File: config.mk
export PLATFORM = sky130hd
export DESIGN_NAME = sliced_ripple_alu
export DESIGN_NICKNAME = d
export VERILOG_FILES = /design/src/rtl/sliced_alu_pkg.sv /design/src/rtl/fn_onehot_decoder.sv /design/src/rtl/alu_bit_slice.sv /design/src/rtl/sliced_ripple_alu.sv
export SDC_FILE = /design/constraint.sdc
export NUM_CORES = 1
export LEC_CHECK = 0
export ABC_AREA = 1
export ABC_CLOCK_PERIOD_IN_PS = 8880
export BUFFER_PORTS_ARGS = -buffer_cell sky130_fd_sc_hd__buf_2
export CORE_MARGIN = 2
export CORE_UTILIZATION = 55
export DETAILED_ROUTE_END_ITERATION = 6
export GPL_TIMING_DRIVEN = 0
export PLACE_DENSITY_LB_ADDON = 0.25
export SYNTH_ARGS = -nofsm -noshare
export SYNTH_HDL_FRONTEND = slang
export SYNTH_SLANG_ARGS = --single-unit
File: constraint.sdc
create_clock -name vclk -period 8.88
set_input_delay 1.776 -clock vclk [all_inputs]
set_output_delay 1.776 -clock vclk [all_outputs]
set_load 0.05 [all_outputs]
File: src/rtl/sliced_alu_pkg.sv
package sliced_alu_pkg;
    typedef enum logic [1:0] {
        FN_AND  = 2'b00,
        FN_OR   = 2'b01,
        FN_NOTB = 2'b10,
        FN_SUM  = 2'b11
    } alu_fn_e;

    localparam int NUM_FN = 4;
endpackage

File: src/rtl/fn_onehot_decoder.sv
module fn_onehot_decoder
    import sliced_alu_pkg::*;
(
    input  logic [1:0]        code_i,
    output logic [NUM_FN-1:0] sel_o
);
    always_comb begin
        sel_o = '0;
        unique case (alu_fn_e'(code_i))
            FN_AND:  sel_o[FN_AND]  = 1'b1;
            FN_OR:   sel_o[FN_OR]   = 1'b1;
            FN_NOTB: sel_o[FN_NOTB] = 1'b1;
            FN_SUM:  sel_o[FN_SUM]  = 1'b1;
            default: sel_o = '0;
        endcase
    end

    always_comb begin

        onehot_sel_chk: assert ($countones(sel_o) == 1)
            else $error("decoder select not one-hot");
    end
endmodule

File: src/rtl/alu_bit_slice.sv
module alu_bit_slice
    import sliced_alu_pkg::*;
(
    input  logic       a_i,
    input  logic       b_i,
    input  logic       cin_i,
    input  logic [1:0] func_i,
    input  logic       a_en_i,
    input  logic       b_en_i,
    input  logic       a_inv_i,
    output logic       y_o,
    output logic       cout_o
);
    logic [NUM_FN-1:0] sel;
    logic              a_gated, b_gated, a_cond;
    logic              and_v, or_v, notb_v, sum_v, carry_gen;

    fn_onehot_decoder dec_i (
        .code_i (func_i),
        .sel_o  (sel)
    );

    always_comb begin
        a_gated   = a_i & a_en_i;
        b_gated   = b_i & b_en_i;
        a_cond    = a_gated ^ a_inv_i;
        and_v     = a_cond & b_gated;
        or_v      = a_cond | b_gated;
        notb_v    = ~b_gated;
        sum_v     = a_cond ^ b_gated ^ cin_i;
        carry_gen = (a_cond & b_gated) | (cin_i & (a_cond ^ b_gated));
        y_o       = |(sel & {sum_v, notb_v, or_v, and_v});
        cout_o    = sel[FN_SUM] & carry_gen;
    end

    always_comb begin

        nonsum_carry_chk: assert (func_i == FN_SUM || cout_o == 1'b0)
            else $error("carry out active for a logic function");

        masked_and_chk: assert (!(func_i == FN_AND && !a_en_i && !a_inv_i) || y_o == 1'b0)
            else $error("masked operand leaked into AND");

        slice_add_chk: assert (func_i != FN_SUM ||
            {cout_o, y_o} == 2'(((a_i & a_en_i) ^ a_inv_i)) + 2'(b_i & b_en_i) + 2'(cin_i))
            else $error("slice sum mismatch");
    end
endmodule

File: src/rtl/sliced_ripple_alu.sv
module sliced_ripple_alu
    import sliced_alu_pkg::*;
#(
    parameter int W = 8
) (
    input  logic [W-1:0] op_a,
    input  logic [W-1:0] op_b,
    input  logic [1:0]   func,
    input  logic         a_en,
    input  logic         b_en,
    input  logic         a_inv,
    input  logic         carry_seed,
    output logic [W-1:0] result,
    output logic         carry_out
);
    localparam int CHAIN = W + 1;

    logic [CHAIN-1:0] chain;

    assign chain[0] = carry_seed;

    for (genvar i = 0; i < W; i++) begin : g_slice
        alu_bit_slice slice_i (
            .a_i     (op_a[i]),
            .b_i     (op_b[i]),
            .cin_i   (chain[i]),
            .func_i  (func),
            .a_en_i  (a_en),
            .b_en_i  (b_en),
            .a_inv_i (a_inv),
            .y_o     (result[i]),
            .cout_o  (chain[i+1])
        );
    end

    assign carry_out = chain[W];

    always_comb begin

        word_sum_chk: assert (func != FN_SUM ||
            {carry_out, result} == (W+1)'((a_en ? op_a : '0) ^ {W{a_inv}}) +
                                   (W+1)'(b_en ? op_b : '0) + (W+1)'(carry_seed))
            else $error("word sum mismatch");

        notb_word_chk: assert (func != FN_NOTB || result == ~(b_en ? op_b : '0))
            else $error("NOT B mismatch");
    end
endmodule

Word-level counts from Yosys, hierarchy flattened
Index checks and enable logic that the tools add are counted.
{"block": "op_classes", "n_mux": 4, "bitwise": 96, "n_reduce_logical": 9, "eq_ne": 3}
{"cell": "bitwise AND 1 bit", "n": 40}
{"cell": "bitwise AND 4 bit", "n": 8}
{"cell": "OR reduction 4 bit", "n": 8}
{"cell": "XOR 1 bit", "n": 24}
{"cell": "bitwise OR 1 bit", "n": 16}
{"cell": "NOT 1 bit", "n": 8}
{"cell": "== test 2 bit, second input constant", "n": 2}
{"cell": "2-to-1 mux 1 bit", "n": 4}
{"cell": "== test 2 x 1 -> 1 bit, second input constant", "n": 1}
{"cell": "logical NOT 2 bit", "n": 1}
{"block": "word_totals", "output_inout_bits": 9, "register_bits": 0}

Logic depth before layout (Yosys ltp)
Gate-level depths: netlist (run 1).
{"block": "depth", "ltp_word": 27, "mapped_depth": 29}

Cells and area by module
From an unflattened synthesis (run 1), not the netlist that was laid out.
{"block": "unflattened", "cells_unflattened": 224, "hier_area_um2": 1181.1}
{"module": "alu_bit_slice", "cells_per_inst": 21, "area_each_um2": 121.4, "instances": 8, "seq_area_each_um2": 0.0}
{"module": "fn_onehot_decoder", "cells_per_inst": 7, "area_each_um2": 26.3, "instances": 8, "seq_area_each_um2": 0.0}

Least setup slack after synthesis (run 1)
No wires, ideal clock.
{"block": "synth_timing", "kind": "input port to output port", "start": "input port a_en", "end": "output port result[7]", "path_stages": 29, "arrival_time_ns": 6.102, "slack_ns": 1.002, "t_required_ns": 7.104, "path_cell_list": "clkbuf_1 nand2_1 xor2_1 fa_1 nor2_1 fa_1 inv_1 nor2_1 fa_1 inv_1 nor2_1 fa_1 inv_1 nor2_1 fa_1 inv_1 nor2_1 fa_1 inv_1 nor2_1 fa_1 inv_1 nor2_1 fa_1 inv_1 nor2_1 nor2_1 nand2_1 buf_4"}
{"block": "synth_via", "elab_chain_len": 27, "word_cells_on_any_way": 57}
{"element": "start, declared", "line": "sliced_ripple_alu.sv:9", "source": "input logic a_en,"}
{"element": "bitwise AND 1 bit", "line": "alu_bit_slice.sv:24", "source": "a_gated = a_i & a_en_i;"}
{"element": "XOR 1 bit", "line": "alu_bit_slice.sv:26", "source": "a_cond = a_gated ^ a_inv_i;"}
{"element": "XOR 1 bit", "line": "alu_bit_slice.sv:31", "source": "carry_gen = (a_cond & b_gated) | (cin_i & (a_cond ^ b_gated));"}
{"element": "bitwise AND 1 bit", "line": "alu_bit_slice.sv:31"}
{"element": "bitwise OR 1 bit", "line": "alu_bit_slice.sv:31"}
{"element": "bitwise AND 1 bit", "line": "alu_bit_slice.sv:33", "source": "cout_o = sel[FN_SUM] & carry_gen;"}
{"element": "bitwise AND 1 bit", "line": "alu_bit_slice.sv:31"}
{"element": "bitwise OR 1 bit", "line": "alu_bit_slice.sv:31"}
{"element": "[11 not listed]"}
{"element": "bitwise OR 1 bit", "line": "alu_bit_slice.sv:31"}
{"element": "bitwise AND 1 bit", "line": "alu_bit_slice.sv:33"}
{"element": "bitwise AND 1 bit", "line": "alu_bit_slice.sv:31"}
{"element": "bitwise OR 1 bit", "line": "alu_bit_slice.sv:31"}
{"element": "bitwise AND 1 bit", "line": "alu_bit_slice.sv:33"}
{"element": "XOR 1 bit", "line": "alu_bit_slice.sv:30", "source": "sum_v = a_cond ^ b_gated ^ cin_i;"}
{"element": "bitwise AND 4 bit *", "line": "alu_bit_slice.sv:32", "source": "y_o = |(sel & {sum_v, notb_v, or_v, and_v});"}
{"element": "OR reduction 4 bit *", "line": "alu_bit_slice.sv:32"}
{"element": "end, declared", "line": "sliced_ripple_alu.sv:13", "source": "output logic [W-1:0] result,"}
Every way passes the cells marked *; elsewhere a longest branch is shown, timed or not.

Worst setup path in the final report (run 1)
Same ends and word-level chain as after synthesis.

==> run_results.csv, run 1 <==
group,metric,value,unit
layout,n_fill_cell,162,
worst_setup_path,worst_path_max_delay_cell,"fa_1",
clock_network,ctsResizeCount,0,
timing,timing.slew.headroom,0.749,
worst_setup_path,criticalPathCategory,"in2out",
synth,post_synth_main_area_contributors,"ha_1 (20%), inv_1 (18%), fa_1 (16%), nand2_1 (15%), nor2_1 (12%)",
synth,post_synth.cell_area_avg,5.78,sq um
die,design.portCount,31,
die,floorplan_core_area,0.00175,sq mm
synth,synth_most_common_cell,"inv_1",
power_and_ir_drop,max-vdd-ir-drop,0.0423,mV
global_route,grt_pass1_vias,840,
layout,final.clkbuf_count,0,
worst_setup_path,path_max_fanout,8,
synth,yosysWarningCount,0,
synth,synth_cell_type_count,11,
timing,setup_repair_after_global_routing_missed_its_margin,"no",
timing,final_setup_viols,0,
synth,synth_cells,177,
synth,post-synth-top-area-cell,"ha_1",
die,fp.dieW,47.1,um
worst_setup_path,setup.worst_path.start_class,"primary input",
synth,synth.cell_area,0.00102,sq mm
layout,design_area,0.00119,sq mm
die,dieHeight,47.1,um
timing,fin_crit_sh,0.947,
timing,finalSetupTns,0,ps
synth,netlist_top_cells_count,"inv_1 (49), nand2_1 (42), nor2_1 (32), ha_1 (16)",
layout,postLayoutCoreUtil,0.684,
placed_design,dpl-instance-area,0.00119,sq mm
synth,synth_top_cell_area_share,0.196,
placed_design,placedCellCount,230,
route,detail_route.wirelength,1990,um
layout,num_antenna_cells,0,
synth,synth.net_count,223,
clock_network,postCtsSetupBuffers,0,
timing,timing.fmax,0.119,GHz
global_route,grtUsageTotal,0.200,
global_route,grt_first_pass_wirelength,3280,um
placed_design,buffer_ports.inserted,28,
layout,nNetsFinal,253,
run_status,outcome,"finished, final reports clean",
clock_network,post_cts_hold_buffer_count,0,
route,detail_route.iter0.violations,15,
power_and_ir_drop,p_total,75.5,uW
synth,synth-seq-area-share,0,
flow_run,drv.max_cap_violation_count,0,
timing,hold-worst-slack,4270,ps
timing,hold_violations,0,
layout,final_std_cells_w_o_fill,230,
worst_setup_path,worst_ep_required_time,7100,ps
hold_path,hold_path.class,"in2out",
worst_setup_path,worstPathArrival,6640,ps
die,floorplan.initialDensity,0.586,
worst_setup_path,setup.worst_path.end_class,"primary output",
timing,finalWorstSetupSlack,468,ps
power_and_ir_drop,leakage,0.812,nW
power_and_ir_drop,power_density,63.2,mW/mm^2
global_route,maximum_number_of_pins_on_one_net_before_global_route_repair,11,
route,detail_route.first_pass.iterations,4,
global_route,grt_antenna_before_repair,0,
timing,number_of_pins_exceeding_their_max_slew_limit_in_the_final_report,0,
worst_setup_path,crit_path_frequent_cell,"nor2_1",
placed_design,gp_congestion,0.797,
layout,register_area,0,sq um
worst_setup_path,worst_path_largest_cell_delay,470,ps
timing,layout_min_cycle_time,8410,ps
layout,area_delta_synth_final,16.8,%
die,num_rows,15,
route,wl_per_cell,8.67,um
route,detail_route.vias_per_cell,4.27,
route,dr_vias,983,
placed_design,post-place-ws,489,ps
route,remaining_drc_errors,0,
placed_design,place.detailed.hpwl,1660,um
route,detail-route-antenna-nets,0,
layout,n_sequential_cell,0,
die,dieArea,0.00222,sq mm
global_route,grt_overflow_total,0,
layout,drive_gt1_frac,0.200,
timing,max_slew.worst_pin.slew,376,ps
area by class of cell:
cell class                      instances  area [sq um]  share of cell area
Timing Repair Buffer                   28           140               0.117
Multi-Input combinational cell        115           754               0.632
Inverter                               49           184               0.154
Buffer                                 13          83.8              0.0702
Tap cell                               25          31.3              0.0262
final timing paths:
kind | slack, ps | startpoint | end | cells past startpoint
max | 470 | a_en | result[7] | 30
min | 4270 | func[1] | result[4] | 8
cells by family after synthesis:
| kind of cell | Yosys count | share of synthesized area |
|---|---|---|
| XOR/XNOR | 8 | 0.0685 |
| buffers and inverters | 62 | 0.262 |
| AND/OR/NAND/NOR | 83 | 0.317 |
| adder cells (fa/ha/maj) | 24 | 0.353 |
cell usage in the layout, fill, tap and decap left out:
cell type	n
fa_1	8
inv_1	49
nand3_1	8
nor2_1	32
nor2_2	1
clkbuf_1	1
buf_4	8
ha_1	16
nand2_1	42
buf_2	32
xor2_1	8
worst max-delay path, delay by kind of cell:
family / cells / cell delay (ps)
and+or+nand+nor: 11 / 690
xor gates and xnor gates: 1 / 290
buffers and inverters: 10 / 1040
adders and majority gates: 8 / 2830
power breakdown:
group	internal (mW)	switching [mW]	total (mW)
clock	0	0	0
combinational	0.0262	0.0493	0.0755
sequential	0	0	0
layer usage:
layer  routed length [um]  GRT usage  up-vias
met5                    0          0        -
met4                    0     0.0222        0
met3                   91     0.0115        0
met2                 1020      0.400       19
met1                  885      0.237      427
li1                     -          -      537
Note: power is estimated with default switching activity, not from simulation.
==> run 2, diff against run 1 <==
--- a/config.mk
+++ b/config.mk
@@ -9,10 +9,11 @@
 export ABC_CLOCK_PERIOD_IN_PS = 8880
 export BUFFER_PORTS_ARGS = -buffer_cell sky130_fd_sc_hd__buf_2
 export CORE_MARGIN = 2
-export CORE_UTILIZATION = 55
+export CORE_UTILIZATION = 45
 export DETAILED_ROUTE_END_ITERATION = 6
 export GPL_TIMING_DRIVEN = 0
 export PLACE_DENSITY_LB_ADDON = 0.25
+export RECOVER_POWER = 25
 export SYNTH_ARGS = -nofsm -noshare
 export SYNTH_HDL_FRONTEND = slang
 export SYNTH_SLANG_ARGS = --single-unit
==> run 2 against run 1 <==
Against the previous run: non-clock buffer count stayed put; combinational power is 2% higher; critical endpoint unchanged; worst hold slack better by 11 ps; clock-buffer cell count stayed put; final cell count is 1.3% higher; global-route usage is 3.0 points lower.
==> run_results.csv, run 2 (synthesis results as in run 1) <==
group,metric,value,unit
placed_design,place.detailed.hpwl,1780,um
route,detail_route.vias_per_cell,4.27,
die,floorplan.initialDensity,0.471,
layout,area_delta_synth_final,16.9,%
route,detail-route-antenna-nets,0,
worst_setup_path,worst_path_max_delay_cell,"fa_1",
worst_setup_path,setup.worst_path.end_class,"primary output",
timing,fin_crit_sh,0.958,
global_route,maximum_number_of_pins_on_one_net_before_global_route_repair,11,
layout,layout_common_cells,"inv_1 (49), nand2_1 (42), nor2_1 (32)",
power_and_ir_drop,swShare,0.655,
worst_setup_path,worstPathArrival,6730,ps
worst_setup_path,criticalPathCategory,"in2out",
global_route,grt_antenna_before_repair,0,
route,remaining_drc_errors,0,
timing,finalSetupTns,0,ps
placed_design,post-place-ws,358,ps
die,fp.dieW,51.7,um
power_and_ir_drop,internal_power,26.5,uW
power_and_ir_drop,switching_pwr,50.2,uW
layout,num_antenna_cells,0,
die,floorplan_core_area,0.00217,sq mm
layout,commonest_non_fill_non_tap_cell_in_the_layout,"inv_1",
power_and_ir_drop,power.share.clock,0,
global_route,grt_overflow_total,0,
timing,hold_violations,0,
power_and_ir_drop,pwr-share-comb,1.000,
timing,number_of_pins_exceeding_their_max_slew_limit_in_the_final_report,0,
die,design.portCount,31,
layout,n_sequential_cell,0,
placed_design,buffer_ports.inserted,28,
hold_path,origin_of_the_worst_min_delay_path,"func[1]",
timing,layout_min_cycle_time,8510,ps
die,num_rows,17,
route,detail_route.wirelength,2180,um
run_status,outcome,"finished, final reports clean",
global_route,grt_first_pass_wirelength,3620,um
timing,timing.fmax,0.118,GHz
worst_setup_path,crit_path_frequent_cell,"nor2_1",
placed_design,gp_congestion,0.786,
route,detail_route.first_pass.iterations,4,
global_route,grt_pass1_vias,941,
worst_setup_path,worst_path_buffer_plus_inverter_count,10,
worst_setup_path,worst_ep_required_time,7100,ps
clock_network,post_cts_hold_buffer_count,0,
hold_path,hold_path.class,"in2out",
worst_setup_path,family_with_the_most_delay_on_the_worst_path,"adder cells",
timing,final_setup_viols,0,
route,dr_vias,996,
die,dieHeight,51.7,um
route,wl_per_cell,9.35,um
global_route,grtUsageTotal,0.170,
worst_setup_path,setup.worst_path.start_class,"primary input",
timing,setup_repair_after_global_routing_missed_its_margin,"no",
layout,drive_gt1_frac,0.190,
worst_setup_path,worst_path_largest_cell_delay,470,ps
power_and_ir_drop,power.share.sequential,0,
layout,final.clkbuf_count,0,
flow_run,drv.max_cap_violation_count,0,
timing,timing.slew.headroom,0.608,
die,dieArea,0.00267,sq mm
layout,nNetsFinal,253,
layout,final_std_cells_w_o_fill,233,
worst_setup_path,path_max_fanout,8,
route,detail_route.iter0.violations,16,
timing,finalWorstSetupSlack,375,ps
clock_network,postCtsSetupBuffers,0,
clock_network,ctsResizeCount,0,
layout,register_area,0,sq um
power_and_ir_drop,power_density,64.2,mW/mm^2
timing,max_slew.worst_pin.slew,590,ps
placed_design,placedCellCount,233,
power_and_ir_drop,leakage,0.806,nW
hold_path,hold_path_depth,8,
worst_setup_path,timing_startpoint_of_the_critical_path,"a_en",
power_and_ir_drop,max-vdd-ir-drop,0.0315,mV
hold_path,hold_path_end,"result[5]",
-- run 2: layout make-up --
cell class	instances	area (sq um)
multi-input cells	115	754
plain buffers	13	83.8
well taps	28	35.0
inverters	49	184
repair buffers	28	138
fillers	224	975
-- run 2: per-layer routing --
metal | GRT usage | vias up | part of all wire
met4 | 0.0351 | 0 | 0
met2 | 0.342 | 32 | 0.53
met3 | 0.00287 | 0 | 0.052
met5 | 0 | - | 0
li1 | - | 535 | -
met1 | 0.198 | 429 | 0.42
-- run 2: tightest hold or removal path, stage by stage --
cell and delay [ps]:
buf_2 120, nor2_2 100, nand2_1 70, nand2_1 50, inv_1 40, nand2_1 40
buf_4 110, buf_2 200
-- run 2: worst max-delay path by stage --
stage          cells after the start  slack, ps         to
2_1_floorplan                     29       1000  result[7]
3_3_place_gp                      30        460  result[7]
3_5_place_dp                      30        360  result[7]
4_1_cts                           30        340  result[7]
5_1_grt                           30        0.7  result[7]
6_report                          30        370  result[7]
-- run 2: power by group through the flow --
stage / registers (mW) / logic [mW] / clock network (mW)
6_report: 0 / 0.0767 / 0
5_1_grt: 0 / 0.0850 / 0
4_1_cts: 0 / 0.0776 / 0
3_5_place_dp: 0 / 0.0773 / 0
3_3_place_gp: 0 / 0.0742 / 0
2_1_floorplan: 0 / 0.0605 / 0
-- run 2: per-stage QoR --
stage	instance area (sq um)	hold slack, ps	utilization	power (mW)
after floorplan	1020	3950	-	0.0605
after global placement	1200	4270	0.552	0.0742
after detailed placement	1200	4280	0.552	0.0773
after CTS	1200	4280	0.552	0.0776
after global routing	1190	4350	0.551	0.0850
final	1190	4280	0.551	0.0767
